==> src/rtl/srif_pkg.sv <==
`timescale 1ns/1ps
package srif_pkg;
    localparam int BYTE_W    = 8;
    localparam int ADDR_W    = 4;
    localparam int RES_W     = 24;
    localparam int CMD_W     = 32;
    localparam int RES_BYTES = RES_W / BYTE_W;
    localparam int CMD_BYTES = CMD_W / BYTE_W;
    localparam int CNT_W     = 2;
    localparam int BITS_W    = $clog2(BYTE_W + 1);
    localparam int DECIM_W   = 13;

    // instruction byte field positions
    localparam int INS_DIR    = 7;
    localparam int INS_CNT_HI = 6;
    localparam int INS_CNT_LO = 5;

    // byte address bases
    localparam logic [ADDR_W-1:0] BASE_RES = 4'd0;
    localparam logic [ADDR_W-1:0] BASE_CMD = 4'd4;
    localparam logic [ADDR_W-1:0] BASE_OFF = 4'd8;
    localparam logic [ADDR_W-1:0] BASE_GN  = 4'd12;

    localparam logic [DECIM_W-1:0] DECIM_RST = 13'd23;
    localparam logic [CMD_W-1:0]   CMD_RST   = {{(CMD_W-DECIM_W){1'b0}}, DECIM_RST};

    typedef enum logic {PH_INSTR, PH_DATA} phase_e;

    typedef struct packed {
        phase_e             ph;
        logic               rd;
        logic [CNT_W-1:0]   left;
        logic [ADDR_W-1:0]  addr;
        logic [BITS_W-1:0]  bits;
        logic [BYTE_W-1:0]  sin;
        logic [BYTE_W-1:0]  sout;
    } seq_t;

    typedef struct packed {
        logic [CMD_W-1:0] cmd;
        logic [RES_W-1:0] off;
        logic [RES_W-1:0] gn;
        logic             dsync;
    } regs_t;
endpackage

==> src/rtl/srif_edge.sv <==
`timescale 1ns/1ps
module srif_edge (
    input  logic clk,
    input  logic rst,
    input  logic line,
    output logic rise,
    output logic fall
);
    logic line_d, line_q;

    always_comb begin
        line_d = line;
    end

    always_ff @(posedge clk) begin
        if (rst) line_q <= 1'b0;
        else     line_q <= line_d;
    end

    assign rise = line & ~line_q;
    assign fall = ~line & line_q;
endmodule

==> src/rtl/srif_regfile.sv <==
`timescale 1ns/1ps
module srif_regfile
    import srif_pkg::*;
(
    input  logic              clk,
    input  logic              rst,
    input  logic              we,
    input  logic [ADDR_W-1:0] waddr,
    input  logic [BYTE_W-1:0] wdata,
    input  logic [ADDR_W-1:0] rd_addr,
    output logic [BYTE_W-1:0] rdata,
    input  logic [RES_W-1:0]  conv_data,
    input  logic              conv_ready,
    input  logic              cal_load,
    input  logic [RES_W-1:0]  cal_offset_in,
    input  logic [RES_W-1:0]  cal_gain_in,
    output logic [CMD_W-1:0]  cmd,
    output logic              dsync_pulse
);
    regs_t r_d, r_q;

    // next state: parallel load first, serial byte lane overrides it
    always_comb begin
        r_d       = r_q;
        r_d.dsync = 1'b0;
        if (cal_load) begin
            r_d.off = cal_offset_in;
            r_d.gn  = cal_gain_in;
        end
        for (int b = 0; b < RES_BYTES; b++) begin
            if (we && waddr == BASE_OFF + ADDR_W'(b))
                r_d.off[RES_W-1-b*BYTE_W -: BYTE_W] = wdata;
            if (we && waddr == BASE_GN + ADDR_W'(b))
                r_d.gn[RES_W-1-b*BYTE_W -: BYTE_W] = wdata;
        end
        for (int b = 0; b < CMD_BYTES; b++) begin
            if (we && waddr == BASE_CMD + ADDR_W'(b)) begin
                if (b == 0) begin
                    // top bit is a strobe only, never stored
                    r_d.cmd[CMD_W-2 -: BYTE_W-1] = wdata[BYTE_W-2:0];
                    r_d.dsync = wdata[BYTE_W-1];
                end else begin
                    r_d.cmd[CMD_W-1-b*BYTE_W -: BYTE_W] = wdata;
                end
            end
        end
    end

    always_ff @(posedge clk) begin
        if (rst) begin
            r_q.cmd   <= CMD_RST;
            r_q.off   <= '0;
            r_q.gn    <= '0;
            r_q.dsync <= 1'b0;
        end else begin
            r_q <= r_d;
        end
    end

    // byte read mux; holes read as zero
    always_comb begin
        rdata = '0;
        for (int b = 0; b < RES_BYTES; b++) begin
            if (rd_addr == BASE_RES + ADDR_W'(b)) rdata = conv_data[RES_W-1-b*BYTE_W -: BYTE_W];
            if (rd_addr == BASE_OFF + ADDR_W'(b)) rdata = r_q.off[RES_W-1-b*BYTE_W -: BYTE_W];
            if (rd_addr == BASE_GN + ADDR_W'(b))  rdata = r_q.gn[RES_W-1-b*BYTE_W -: BYTE_W];
        end
        for (int b = 0; b < CMD_BYTES; b++) begin
            if (rd_addr == BASE_CMD + ADDR_W'(b)) begin
                if (b == 0) rdata = {conv_ready, r_q.cmd[CMD_W-2 -: BYTE_W-1]};
                else        rdata = r_q.cmd[CMD_W-1-b*BYTE_W -: BYTE_W];
            end
        end
    end

    assign cmd         = r_q.cmd;
    assign dsync_pulse = r_q.dsync;
endmodule

==> src/rtl/srif_port.sv <==
`timescale 1ns/1ps
module srif_port
    import srif_pkg::*;
(
    input  logic         clk,
    input  logic         rst,
    input  logic         sclk,
    input  logic         sdi,
    output logic         sdo,
    input  logic [23:0]  conv_data,
    input  logic         conv_ready,
    input  logic         cal_load,
    input  logic [23:0]  cal_offset_in,
    input  logic [23:0]  cal_gain_in,
    output logic         dsync_pulse,
    output logic         bias_on,
    output logic         refout_on,
    output logic         fmt_offset,
    output logic         unipolar,
    output logic         rd_down,
    output logic         lsb_first,
    output logic         alt_dout,
    output logic [2:0]   mode,
    output logic [2:0]   gain,
    output logic [1:0]   chan,
    output logic [2:0]   turbo,
    output logic [12:0]  decim
);
    seq_t s_d, s_q;
    logic sclk_rise, sclk_fall;
    logic we;
    logic [ADDR_W-1:0] step_addr, rd_addr;
    logic [BYTE_W-1:0] rdata;
    logic [CMD_W-1:0]  cmd_q;
    logic              in_data;
    logic              byte_done;

    srif_edge u_edge (
        .clk  (clk),
        .rst  (rst),
        .line (sclk),
        .rise (sclk_rise),
        .fall (sclk_fall)
    );

    srif_regfile u_regs (
        .clk           (clk),
        .rst           (rst),
        .we            (we),
        .waddr         (s_q.addr),
        .wdata         (s_q.sin),
        .rd_addr       (rd_addr),
        .rdata         (rdata),
        .conv_data     (conv_data),
        .conv_ready    (conv_ready),
        .cal_load      (cal_load),
        .cal_offset_in (cal_offset_in),
        .cal_gain_in   (cal_gain_in),
        .cmd           (cmd_q),
        .dsync_pulse   (dsync_pulse)
    );

    assign in_data   = (s_q.ph == PH_DATA);
    assign byte_done = (s_q.bits == BITS_W'(BYTE_W));

    always_comb begin
        s_d = s_q;
        we  = 1'b0;
        // reads may walk downward, writes never do
        step_addr = (s_q.rd && rd_down) ? s_q.addr - 1'b1 : s_q.addr + 1'b1;
        // look-ahead address for the byte loaded at the boundary
        rd_addr   = (s_q.ph == PH_INSTR) ? s_q.sin[ADDR_W-1:0] : step_addr;

        if (sclk_rise && !byte_done) begin
            s_d.sin  = {s_q.sin[BYTE_W-2:0], sdi};
            s_d.bits = s_q.bits + 1'b1;
        end

        if (sclk_fall) begin
            if (byte_done) begin
                s_d.bits = '0;
                if (s_q.ph == PH_INSTR) begin
                    s_d.ph   = PH_DATA;
                    s_d.rd   = s_q.sin[INS_DIR];
                    s_d.left = s_q.sin[INS_CNT_HI:INS_CNT_LO];
                    s_d.addr = s_q.sin[ADDR_W-1:0];
                    s_d.sout = s_q.sin[INS_DIR] ? rdata : '0;
                end else begin
                    we = !s_q.rd;
                    if (s_q.left == '0) begin
                        s_d.ph   = PH_INSTR;
                        s_d.rd   = 1'b0;
                        s_d.sout = '0;
                    end else begin
                        s_d.left = s_q.left - 1'b1;
                        s_d.addr = step_addr;
                        s_d.sout = s_q.rd ? rdata : '0;
                    end
                end
            end else if (in_data && s_q.rd) begin
                s_d.sout = {s_q.sout[BYTE_W-2:0], 1'b0};
            end
        end
    end

    always_ff @(posedge clk) begin
        if (rst) begin
            s_q.ph   <= PH_INSTR;
            s_q.rd   <= 1'b0;
            s_q.left <= '0;
            s_q.addr <= '0;
            s_q.bits <= '0;
            s_q.sin  <= '0;
            s_q.sout <= '0;
        end else begin
            s_q <= s_d;
        end
    end

    assign sdo        = s_q.sout[BYTE_W-1];
    assign bias_on    = cmd_q[30];
    assign refout_on  = cmd_q[29];
    assign fmt_offset = cmd_q[28];
    assign unipolar   = cmd_q[27];
    assign rd_down    = cmd_q[26];
    assign lsb_first  = cmd_q[25];
    assign alt_dout   = cmd_q[24];
    assign mode       = cmd_q[23:21];
    assign gain       = cmd_q[20:18];
    assign chan       = cmd_q[17:16];
    assign turbo      = cmd_q[15:13];
    assign decim      = cmd_q[DECIM_W-1:0];
endmodule

==> config.mk <==
export PLATFORM = sky130hd
export DESIGN_NAME = srif_port
export DESIGN_NICKNAME = d
export VERILOG_FILES = /design/src/rtl/srif_pkg.sv /design/src/rtl/srif_edge.sv /design/src/rtl/srif_regfile.sv /design/src/rtl/srif_port.sv
export SDC_FILE = /design/constraint.sdc
export NUM_CORES = 1
export LEC_CHECK = 0
export CAP_MARGIN = 40
export CELL_PAD_IN_SITES_DETAIL_PLACEMENT = 0
export CELL_PAD_IN_SITES_GLOBAL_PLACEMENT = 1
export CORE_ASPECT_RATIO = 0.8
export CORE_MARGIN = 8
export CORE_UTILIZATION = 51
export DETAILED_ROUTE_END_ITERATION = 8
export DONT_BUFFER_PORTS = 1
export HOLD_SLACK_MARGIN = 0.08
export PLACE_DENSITY = 0.84
export SYNTH_ARGS = -nofsm -noshare
export SYNTH_HDL_FRONTEND = slang
export SYNTH_SLANG_ARGS = --single-unit
export TNS_END_PERCENT = 20
==> constraint.sdc <==
create_clock -name clk -period 6.9 [get_ports clk]
set_clock_uncertainty 0.1 [all_clocks]
set_input_delay 0 -clock clk [delete_from_list [all_inputs] [get_ports clk]]
set_output_delay 0 -clock clk [all_outputs]
set_load 0.05 [all_outputs]
Yosys cells after proc, flatten, opt, wreduce, memory -nomap -nowiden
Index checks and enable logic that the tools add are counted.
{"block": "word_totals", "ff_bits": 109, "latchBits": 0, "ramBits": 0, "romBits": 0, "output_inout_bits": 33, "n_memories": 0}
{"block": "op_classes", "addsub": 4, "multipliers": 0, "div_mod_pow": 0, "order_cmp": 0, "n_eq_ne": 25, "shifts": 0, "mux": 37, "n_bitwise": 5, "reduce_logical": 29}
{"op": "2-to-1 mux 8 bit", "n": 26}
{"op": "equality test 4 bit, second input constant", "n": 13}
{"op": "2-to-1 mux 48 bit", "n": 1}
{"op": "equality test 4 x 3 -> 1 bit, second input constant", "n": 8}
{"op": "2-to-1 mux 4 bit", "n": 4}
{"op": "nonzero test 2 bit", "n": 7}
{"op": "logical AND 1 bit", "n": 13}
{"op": "2-to-1 mux 12 bit", "n": 1}
{"op": "adder 4 x 1 -> 4 bit, second input constant", "n": 2}
{"op": "2-to-1 mux 6 bit", "n": 1}
{"op": "AND reduction 3 bit", "n": 2}
{"op": "equality test 4 x 1 -> 1 bit, second input constant", "n": 1}
{"op": "equality test 4 x 2 -> 1 bit, second input constant", "n": 1}
{"op": "logical NOT 4 bit", "n": 1}
{"op": "AND reduction 2 bit", "n": 2}
{"op": "subtractor 4 x 1 -> 4 bit, second input constant", "n": 1}
{"op": "2-to-1 mux 1 bit", "n": 3}
{"op": "inverter 1 bit", "n": 3}
{"op": "AND 1 bit", "n": 2}
{"op": "logical NOT 1 bit", "n": 2}
{"op": "logical NOT 2 bit", "n": 1}
{"op": "2-to-1 mux 2 bit", "n": 1}
{"op": "!= test 2 x 1 -> 1 bit, second input constant", "n": 1}
{"op": "!= test 2 bit, second input constant", "n": 1}
{"op": "2 further kinds", "n": 2}

Longest topological paths before layout
Gate-level depths: netlist of run 1.
{"block": "depth", "ltp_word": 21, "depth_mapped": 14}

Hierarchy
A second synthesis of run 1 with hierarchy kept.
{"block": "hier_totals", "hier_cells": 727, "area_unflattened_um2": 6123.4}
{"mod": "srif_regfile", "instances": 1, "cells_each": 564, "area_each_um2": 4727.0}
{"mod": "srif_port", "instances": 1, "cells_each": 159, "area_each_um2": 1357.6}
{"mod": "srif_edge", "instances": 1, "cells_each": 4, "area_each_um2": 38.8}

Worst setup path before layout of run 1
OpenSTA, ideal clock, no wires.
{"block": "synth_timing", "kind": "reg-to-reg", "from": "register u_regs.cmd[26] (netlist name)", "to": "register s_q[5] (netlist name)", "setup_ns": 0.133, "t_arrival_ns": 3.059, "t_required_ns": 6.667, "setup_slack_ns": 3.608, "stages_incl_launch_ff": 13, "period_less_slack_ns": 3.292, "cell_sequence": "dfxtp_1 nand2_1 xnor2_1 ha_1 a21boi_0 or3_4 and3_1 buf_6 mux2_4 a22oi_1 o32ai_1 a2111oi_1 nor4_1"}
{"block": "synth_between", "elab_chain_cells": 21}
{"item": "logical AND 1 bit *", "line_no": "srif_port.sv:70", "source": "step_addr = (s_q.rd && rd_down) ? s_q.addr - 1'b1 : s_q.addr + 1'b1;"}
{"item": "2-to-1 mux 4 bit *", "line_no": "srif_port.sv:70"}
{"item": "2-to-1 mux 4 bit *", "line_no": "srif_port.sv:72", "source": "rd_addr = (s_q.ph == PH_INSTR) ? s_q.sin[ADDR_W-1:0] : step_addr;"}
{"item": "logical NOT 4 bit", "line_no": "srif_regfile.sv:64", "source": "if (rd_addr == BASE_RES + ADDR_W'(b)) rdata = conv_data[RES_W-1-b*BYTE_W -: BYTE_W];"}
{"item": "2-to-1 mux 8 bit", "line_no": "srif_regfile.sv:64"}
{"item": "2-to-1 mux 8 bit", "line_no": "srif_regfile.sv:65", "source": "if (rd_addr == BASE_OFF + ADDR_W'(b)) rdata = r_q.off[RES_W-1-b*BYTE_W -: BYTE_W];"}
{"item": "2-to-1 mux 8 bit", "line_no": "srif_regfile.sv:66", "source": "if (rd_addr == BASE_GN + ADDR_W'(b)) rdata = r_q.gn[RES_W-1-b*BYTE_W -: BYTE_W];"}
{"item": "2-to-1 mux 8 bit", "line_no": "srif_regfile.sv:64"}
{"item": "[... 3 more ...]"}
{"item": "2-to-1 mux 8 bit", "line_no": "srif_regfile.sv:65"}
{"item": "2-to-1 mux 8 bit", "line_no": "srif_regfile.sv:66"}
{"item": "2-to-1 mux 8 bit (3 in a row)", "line_no": "srif_regfile.sv:69", "source": "if (rd_addr == BASE_CMD + ADDR_W'(b)) begin"}
{"item": "2-to-1 mux 8 bit *", "line_no": "srif_regfile.sv:69"}
{"item": "2-to-1 mux 8 bit", "line_no": "srif_port.sv:97", "source": "s_d.sout = s_q.rd ? rdata : '0;"}
{"item": "2-to-1 mux 8 bit", "line_no": "srif_port.sv:90", "source": "if (s_q.left == '0) begin"}
{"item": "2-to-1 mux 8 bit *", "line_no": "srif_port.sv:82", "source": "if (s_q.ph == PH_INSTR) begin"}
{"item": "2-to-1 mux 8 bit *", "line_no": "srif_port.sv:80", "source": "if (byte_done) begin"}
{"item": "to (decl)", "line_no": "srif_port.sv:29", "source": "seq_t s_d, s_q;"}
Every way passes the cells marked *; elsewhere a longest branch is shown, timed or not.
A chain may end at the register's enable or synchronous reset.

Worst setup path after layout of run 1
{"block": "layout_timing", "from": "register u_regs.cmd[26] (netlist name)", "to": "register s_q, in the netlist sdo"}
{"block": "layout_between", "elab_chain_cells": 21}
{"item": "logical AND 1 bit *", "line_no": "srif_port.sv:70"}
{"item": "2-to-1 mux 4 bit *", "line_no": "srif_port.sv:70"}
{"item": "2-to-1 mux 4 bit *", "line_no": "srif_port.sv:72"}
{"item": "logical NOT 4 bit", "line_no": "srif_regfile.sv:64"}
{"item": "2-to-1 mux 8 bit", "line_no": "srif_regfile.sv:64"}
{"item": "2-to-1 mux 8 bit", "line_no": "srif_regfile.sv:65"}
{"item": "2-to-1 mux 8 bit", "line_no": "srif_regfile.sv:66"}
{"item": "2-to-1 mux 8 bit", "line_no": "srif_regfile.sv:64"}
{"item": "[... 3 more ...]"}
{"item": "2-to-1 mux 8 bit", "line_no": "srif_regfile.sv:65"}
{"item": "2-to-1 mux 8 bit", "line_no": "srif_regfile.sv:66"}
{"item": "2-to-1 mux 8 bit (3 in a row)", "line_no": "srif_regfile.sv:69"}
{"item": "2-to-1 mux 8 bit *", "line_no": "srif_regfile.sv:69"}
{"item": "2-to-1 mux 8 bit", "line_no": "srif_port.sv:97"}
{"item": "2-to-1 mux 8 bit", "line_no": "srif_port.sv:90"}
{"item": "2-to-1 mux 8 bit *", "line_no": "srif_port.sv:82"}
{"item": "2-to-1 mux 8 bit *", "line_no": "srif_port.sv:80"}
Marks and branches as above.

==> results of run 1 <==
[power groups by stage]
stage / Sequential [mW] / Combinational [mW] / Clock [mW]
4_1_cts: 0.662 / 0.150 / 0.521
5_1_grt: 0.664 / 0.166 / 0.542
3_5_place_dp: 0.676 / 0.0769 / 0
3_3_place_gp: 0.679 / 0.0714 / 0
6_report: 0.663 / 0.156 / 0.514
2_1_floorplan: 0.669 / 0.0756 / 0
[what timing repair did]
| item | in CTS | in global routing |
|---|---|---|
| hold buffers | 116 | 0 |
| gates resized for setup | 0 | 0 |
| endpoints found under the hold margin | 109 | 0 |
[final timing paths]
path | startpoint | endpoint | slack [ns] | cells past startpoint
setup / recovery | u_regs.cmd[26]$_SDFFE_PP0P_ | sdo$_SDFFE_PP0P_ | 1.91 | 13
hold / removal | conv_data[5] | s_q[5]$_SDFFE_PP0P_ | 0.14 | 4
setup reg to reg | u_regs.cmd[26]$_SDFFE_PP0P_ | sdo$_SDFFE_PP0P_ | 1.91 | 13
hold reg to reg | s_q[25]$_SDFFE_PP0P_ | s_q[25]$_SDFFE_PP0P_ | 0.36 | 2
[layout by cell type (no fill, tap or decap), drive strengths merged, types with 4 or more instances in the layout]
master	Yosys	routed
a211oi	55	55
a21o	4	4
nand3	14	14
xnor2	5	5
and3	5	5
o21ai	29	29
o21a	6	6
or3	4	4
a22oi	9	9
nor2b	5	5
ha	4	4
a21oi	22	22
dlygate4sd3	0	115
mux2i	86	86
clkbuf	43	9
mux2	5	5
dfxtp	109	109
o22ai	6	6
nor3	18	18
a221oi	5	5
nand2	55	55
nor2	114	114
a31oi	7	7
buf	39	8
inv	9	12
nand4b	6	6
nand3b	6	6
[layer usage]
| layer | vias up | wire length (um) | track usage, % |
|---|---|---|---|
| met5 | - | 0 | 0 |
| met4 | 0 | 636 | 9.94 |
| met3 | 46 | 2010 | 7.47 |
| met2 | 303 | 9620 | 41.3 |
| met1 | 2803 | 8900 | 34.9 |
| li1 | 2662 | - | - |
[synthesized netlist by cell type, drive strengths merged, types with 6 or more instances]
cell / count
a211oi: 55
a21oi: 22
a22oi: 9
a31oi: 7
buf: 39
clkbuf: 43
dfxtp: 109
inv: 9
mux2i: 86
nand2: 55
nand3: 14
nand3b: 6
nand4b: 6
nor2: 114
nor3: 18
o21a: 6
o21ai: 29
o22ai: 6
[worst max-delay path, cell delays in order, from the launching register on]
cell and delay [ns]:
dfxtp_1 0.78, nand2_1 0.24, xnor2_1 0.19, ha_1 0.23, a21boi_0 0.16, or3_4 0.44, and3_1 0.43, nor3_2 0.68
a22oi_1 0.13, nand2_1 0.11, dlygate4sd3_1 0.54, o211ai_1 0.09, dlygate4sd3_1 0.57, a211oi_1 0.22
[state kept, by name, summed over array words and instances, names as in the netlist]
| name | cells |
|---|---|
| s_q | 26 |
| u_regs.cmd | 31 |
| sdo | 1 |
| u_edge.line_q | 1 |
| u_regs.dsync_pulse | 1 |
| in_data | 1 |
| u_regs.r_q | 48 |
[through the flow]
stage / hold WS [ns] / setup WS, ns
after floorplan: 0.0282 / 3.61
after global placement: -0.0173 / 3.09
after detailed placement: -0.0186 / 2.93
after CTS: 0.127 / 1.98
after global routing: 0.134 / 1.67
final: 0.143 / 1.91
[kinds of logic (layout without fill, tap and decap cells)]
| family | count (synthesis) | count (layout) |
|---|---|---|
| muxes | 91 | 91 |
| AOI/OAI and AO/OA | 171 | 171 |
| xor gates and xnor gates | 6 | 6 |
| adders and majority gates | 4 | 4 |
| DFF | 109 | 109 |
| buffers and inverters | 91 | 148 |
| and+or+nand+nor | 243 | 243 |
[final cells by class]
type	instances	share of cell area, %
clock inverters	7	0.901
multi-input cells	515	46.6
inverters	9	0.459
well taps	148	2.51
clock buffers	9	3.06
repair buffers	123	16.9
flip-flops and latches	109	29.6
==> results.yml, run 1 <==
pwr:
  pwr-share-seq_pct: 49.7
  powerDensity_nw_per_um2: 181
  intPower_mw: 0.994
  design_power_total_mw: 1.33
  power.share.clock_pct: 38.6
  p_sw_mw: 0.339
  leakage_nw: 2.94
  p_sw_share_pct: 25.5
  combPwrFrac_pct: 11.7
  ir_worst_vdd_mv: 0.113
logic_synthesis:
  syn_avg_cell_area_sq_um: 8.49
  synthMuxAreaShare_pct: 15.2
  synth.distinct_cells: 68
  synth_compound_area_share_pct: 20.5
  synth-xor-area-share_pct: 0.866
  syn-num-nets: 797
  yosysTopAreaCell: "dfxtp_1"
  synthSimpleGateAreaFrac_pct: 18.9
  synthCells: 715
  ys_seq_elements: 109
  synth_fa_ha_area_share_pct: 0.824
  synth_area_leaders: "dfxtp_1 (36%), mux2i_1 (14%), nor2_1 (7.0%)"
  netlist_area_sq_um: 6070
  synth_top_family_by_area: "compound AO/OA/AOI/OAI gates"
  ys_seq_area_share_pct: 35.9
  synth_top_area_share_pct: 35.9
  ys_warn_count: 0
  synth_top_flop_cell: "dfxtp_1"
  ys_async_sr_fraction_pct: 0
  synth_edf_count: 0
place:
  dp_hpwl_um: 14000
  routabilityCongestion: 0.917
  placed_cell_area_sq_um: 5890
  port_buffers: 0
  dp_cells: 788
setup_path:
  critPathLaunchType: "flip-flop"
  crit_required_ns: 7.07
  critPathMaxFanout: 15
  endpoint_kind: "flip-flop"
  worst-setup-path-type: "reg -> reg"
  arrival_ns: 5.17
final_layout:
  drive_gt1_share_pct: 5.83
  design_area_sq_um: 7360
  nets: 849
  ff_latch_area_sq_um: 2180
  synthToLayoutAreaGrowth_pct: 21.3
  diodes: 0
  instances_no_fill: 920
  multi_input_area_sq_um: 3430
  finish.utilization_pct: 63.7
  nFillCells: 990
detailed_routing:
  drtIter0Drc: 670
  routed_wl_um: 21200
  dr.pass1.iters: 6
  viasPerCell: 6.32
  postRouteAntennaNets: 0
  wl_per_cell_um: 23.0
  drc: 0
  via_count: 5814
clocking:
  cts_setup_buffers: 0
  cts_inserted_buffers: 9
  cts_buffer_depth: 2
  cts_root_buf: "clkbuf_16"
  worstSkewPairLatency_ns: 0.35
  tritoncts: "done"
  clkTransAtPathRegs_ns: 0.08
  htreeDepth: 3
  numClockSinks: 109
global_routing:
  antenna_found_initial: 0
  grtUsageTotal_pct: 26.8
  grt_pass1_wl_um: 32500
  first_global_vias: 5683
  grt_max_degree: 111
  grt_overflow: 0
timing:
  period_needed_ns: 4.99
  totalNegativeSetupSlack_ns: 0
  hold_viol_final: 0
  worstMarginPinSlew_ns: 0.829
  grt_setup_unrepaired: "no"
  finalSetupViolCount: 0
  fmax_ghz: 0.200
  finalCritPeriodShare_pct: 72.4
  maxSlewHeadroom_pct: 44.5
  drv_slew: 0
floorplan:
  die_w_um: 138
  dieArea_sq_um: 15700
  rows: 35
  ios: 111
  die_y_um: 114
  coreArea_sq_um: 11600
  start_util_pct: 52.5
min_path:
  hold_path.class: "in -> reg"
run_status:
  status: "complete, no violations"
flow_run:
  max_cap_viol_count: 0
Power figures use the tool's default switching activity.
==> run 2: changes to the inputs <==
Settings changed: CORE_UTILIZATION 51 to 43, PLACE_DENSITY 0.84 to 0.75.
Clock period 6.9 ns to 4 ns, I/O delays scaled along.
==> run 2 against run 1 <==
Against the previous run:
- clock-buffer cell count is 5 higher
- register-to-register slack worse by 1.7 ns
- via count is 1.5% lower
- maximum frequency grew 30%
- largest power group unchanged
- wire length grew 2.7%
- first-iteration DRC count fell by 17%
- sequential share of layout area down 0.22 points
- cell area increased by 0.82%
- setup slack got worse by 1.7 ns
- sequential cell count is the same
- combinational power grew 69%
==> results.yml, run 2 (synthesized netlist as in run 1, its figures left out) <==
run_status:
  status: "complete, no violations"
detailed_routing:
  drtIter0Drc: 554
  wl_per_cell_um: 22.7
  postRouteAntennaNets: 0
  dr.pass1.iters: 5
  routed_wl_um: 21700
  drc: 0
  via_count: 5726
  viasPerCell: 5.97
timing:
  totalNegativeSetupSlack_ns: 0
  period_needed_ns: 3.83
  fin_ws_ns: 0.172
  fmax_ghz: 0.261
  finalCritPeriodShare_pct: 95.7
  grt_setup_unrepaired: "no"
  worstMarginPinSlew_ns: 0.902
  maxSlewHeadroom_pct: 39.8
  drv_slew: 0
  finalSetupViolCount: 0
  hold_viol_final: 0
setup_path:
  endpoint_kind: "flip-flop"
  crit_required_ns: 4.19
  r2r_slack_ns: 0.17
  r2r_cells: 11
  critPathLaunchType: "flip-flop"
  crit_path_top_delay_cell: "dlygate4sd3_1"
  critPathMaxStageDelay_ns: 0.57
  timing.rr.start: "s_q[26]$_SDFFE_PP0P_"
  cp_cell_sequence: "nand2_1 -> xnor2_1 -> ha_1 -> a21boi_0 -> or3_4 -> nand3_2 -> nor3_4 -> a22oi_1 -> a41o_1 -> dlygate4sd3_1 -> a31oi_1"
  arrival_ns: 4.02
  critPathMaxFanout: 16
  r2r_end: "s_q[0]$_SDFFE_PP0P_"
  worst-setup-path-type: "reg -> reg"
global_routing:
  antenna_found_initial: 1
  grt_max_degree: 111
  grt_overflow: 0
  grtUsageTotal_pct: 23.8
  grt_pass1_wl_um: 33300
  first_global_vias: 5745
pwr:
  powerDensity_nw_per_um2: 310
  leakage_nw: 2.96
  ir_worst_vdd_mv: 0.251
floorplan:
  coreArea_sq_um: 14100
  ios: 111
  rows: 39
  die_y_um: 122
  dieArea_sq_um: 18200
  start_util_pct: 43.2
  die_w_um: 149
final_layout:
  nFillCells: 1310
  final_common_cell: "nor2_1"
  instances_no_fill: 959
  drive_gt1_share_pct: 6.58
  most-common-layout-cells: "nor2_1 (114), dlygate4sd3_1 (112), dfxtp_1 (108)"
  reg_top3: "u_regs.r_q: 48 flops, u_regs.cmd: 31 flops, s_q: 26 flops"
  nets: 852
  synthToLayoutAreaGrowth_pct: 22.3
  regMostFlops: "u_regs.r_q"
  largest_reg_flops: 48
  diodes: 0
min_path:
  hold_path.class: "in -> reg"
  whs_path_depth: 4
  min_from: "conv_data[15]"
  hold_end: "sdo$_SDFFE_PP0P_"
clocking:
  worstSkewPairLatency_ns: 0.36
  cts_buffer_depth: 2
  tritoncts: "done"
  numClockSinks: 109
  cts_root_buf: "clkbuf_16"
  cts_inserted_buffers: 9
  clkTransAtPathRegs_ns: 0.07
  htreeDepth: 3
place:
  port_buffers: 0
  preCtsSetupSlack_ns: 0.416
  dp_cells: 830
  dp_hpwl_um: 14700
  routabilityCongestion: 0.944
flow_run:
  max_cap_viol_count: 0
==> run 2: what timing repair did <==
action / 4_1_cts / 5_1_grt
hold endpoints to repair: 109 / 0
hold buffers: 113 / 0
setup buffers: 0 / 0
resized for setup: 0 / 3
setup endpoints to repair: 0 / 3
==> run 2: how the worst max path moves through the flow <==
stage,startpoint,end,slack [ns],depth (start not counted)
5_1_grt,s_q[26]$_SDFFE_PP0P_,s_q[1]$_SDFFE_PP0P_,0.02,12
3_3_place_gp,s_q[21]$_SDFFE_PP0P_,s_q[5]$_SDFFE_PP0P_,0.67,10
3_5_place_dp,s_q[21]$_SDFFE_PP0P_,s_q[5]$_SDFFE_PP0P_,0.42,11
6_report,s_q[26]$_SDFFE_PP0P_,s_q[0]$_SDFFE_PP0P_,0.17,11
4_1_cts,s_q[21]$_SDFFE_PP0P_,s_q[0]$_SDFFE_PP0P_,0.04,10
2_1_floorplan,u_regs.cmd[26]$_SDFFE_PP0P_,s_q[5]$_SDFFE_PP0P_,0.71,12
==> run 2: area by class of cell <==
class	count	area (sq um)	area share, %
clock buffer	14	274	3.69
clock inverter	2	16.3	0.219
inverter	9	33.8	0.455
multi-input combinational	515	3440	46.3
sequential	109	2180	29.4
tap	184	230	3.10
timing repair buffer	126	1250	16.8
==> run 2: through the flow <==
step	utilization [%]	hold WS, ns	power (mW)	cell area (sq um)
finish	52.8	0.0928	2.30	7420
global route	52.8	0.136	2.37	7420
CTS	52.8	0.0899	2.30	7410
detailed placement	42.5	-0.0172	1.30	5980
global placement	42.4	-0.0213	1.29	5960
floorplan	-	0.0282	1.28	6070
==> run 2: critical path, delay by kind of cell, from the launching register on <==
family	cells	cell delay (ns)
AOI/OAI and AO/OA	4	0.97
xor gates and xnor gates	1	0.20
adders and majority gates	1	0.22
buffers and inverters	1	0.57
DFF	1	0.46
and+or+nand+nor	4	1.26
==> run 2: metal layers <==
metal	share of wire (%)	vias to the layer above	GRT usage, %
li1	-	2672	-
met1	42	2773	29.4
met2	47	233	39.1
met3	7.6	46	6.26
met4	3.2	2	9.88
met5	0.064	-	0
==> run 2: report_power, final <==
part	internal, mW	switching, mW	total (mW)
clock network	0.476	0.412	0.888
logic	0.158	0.105	0.263
registers	1.12	0.0307	1.15
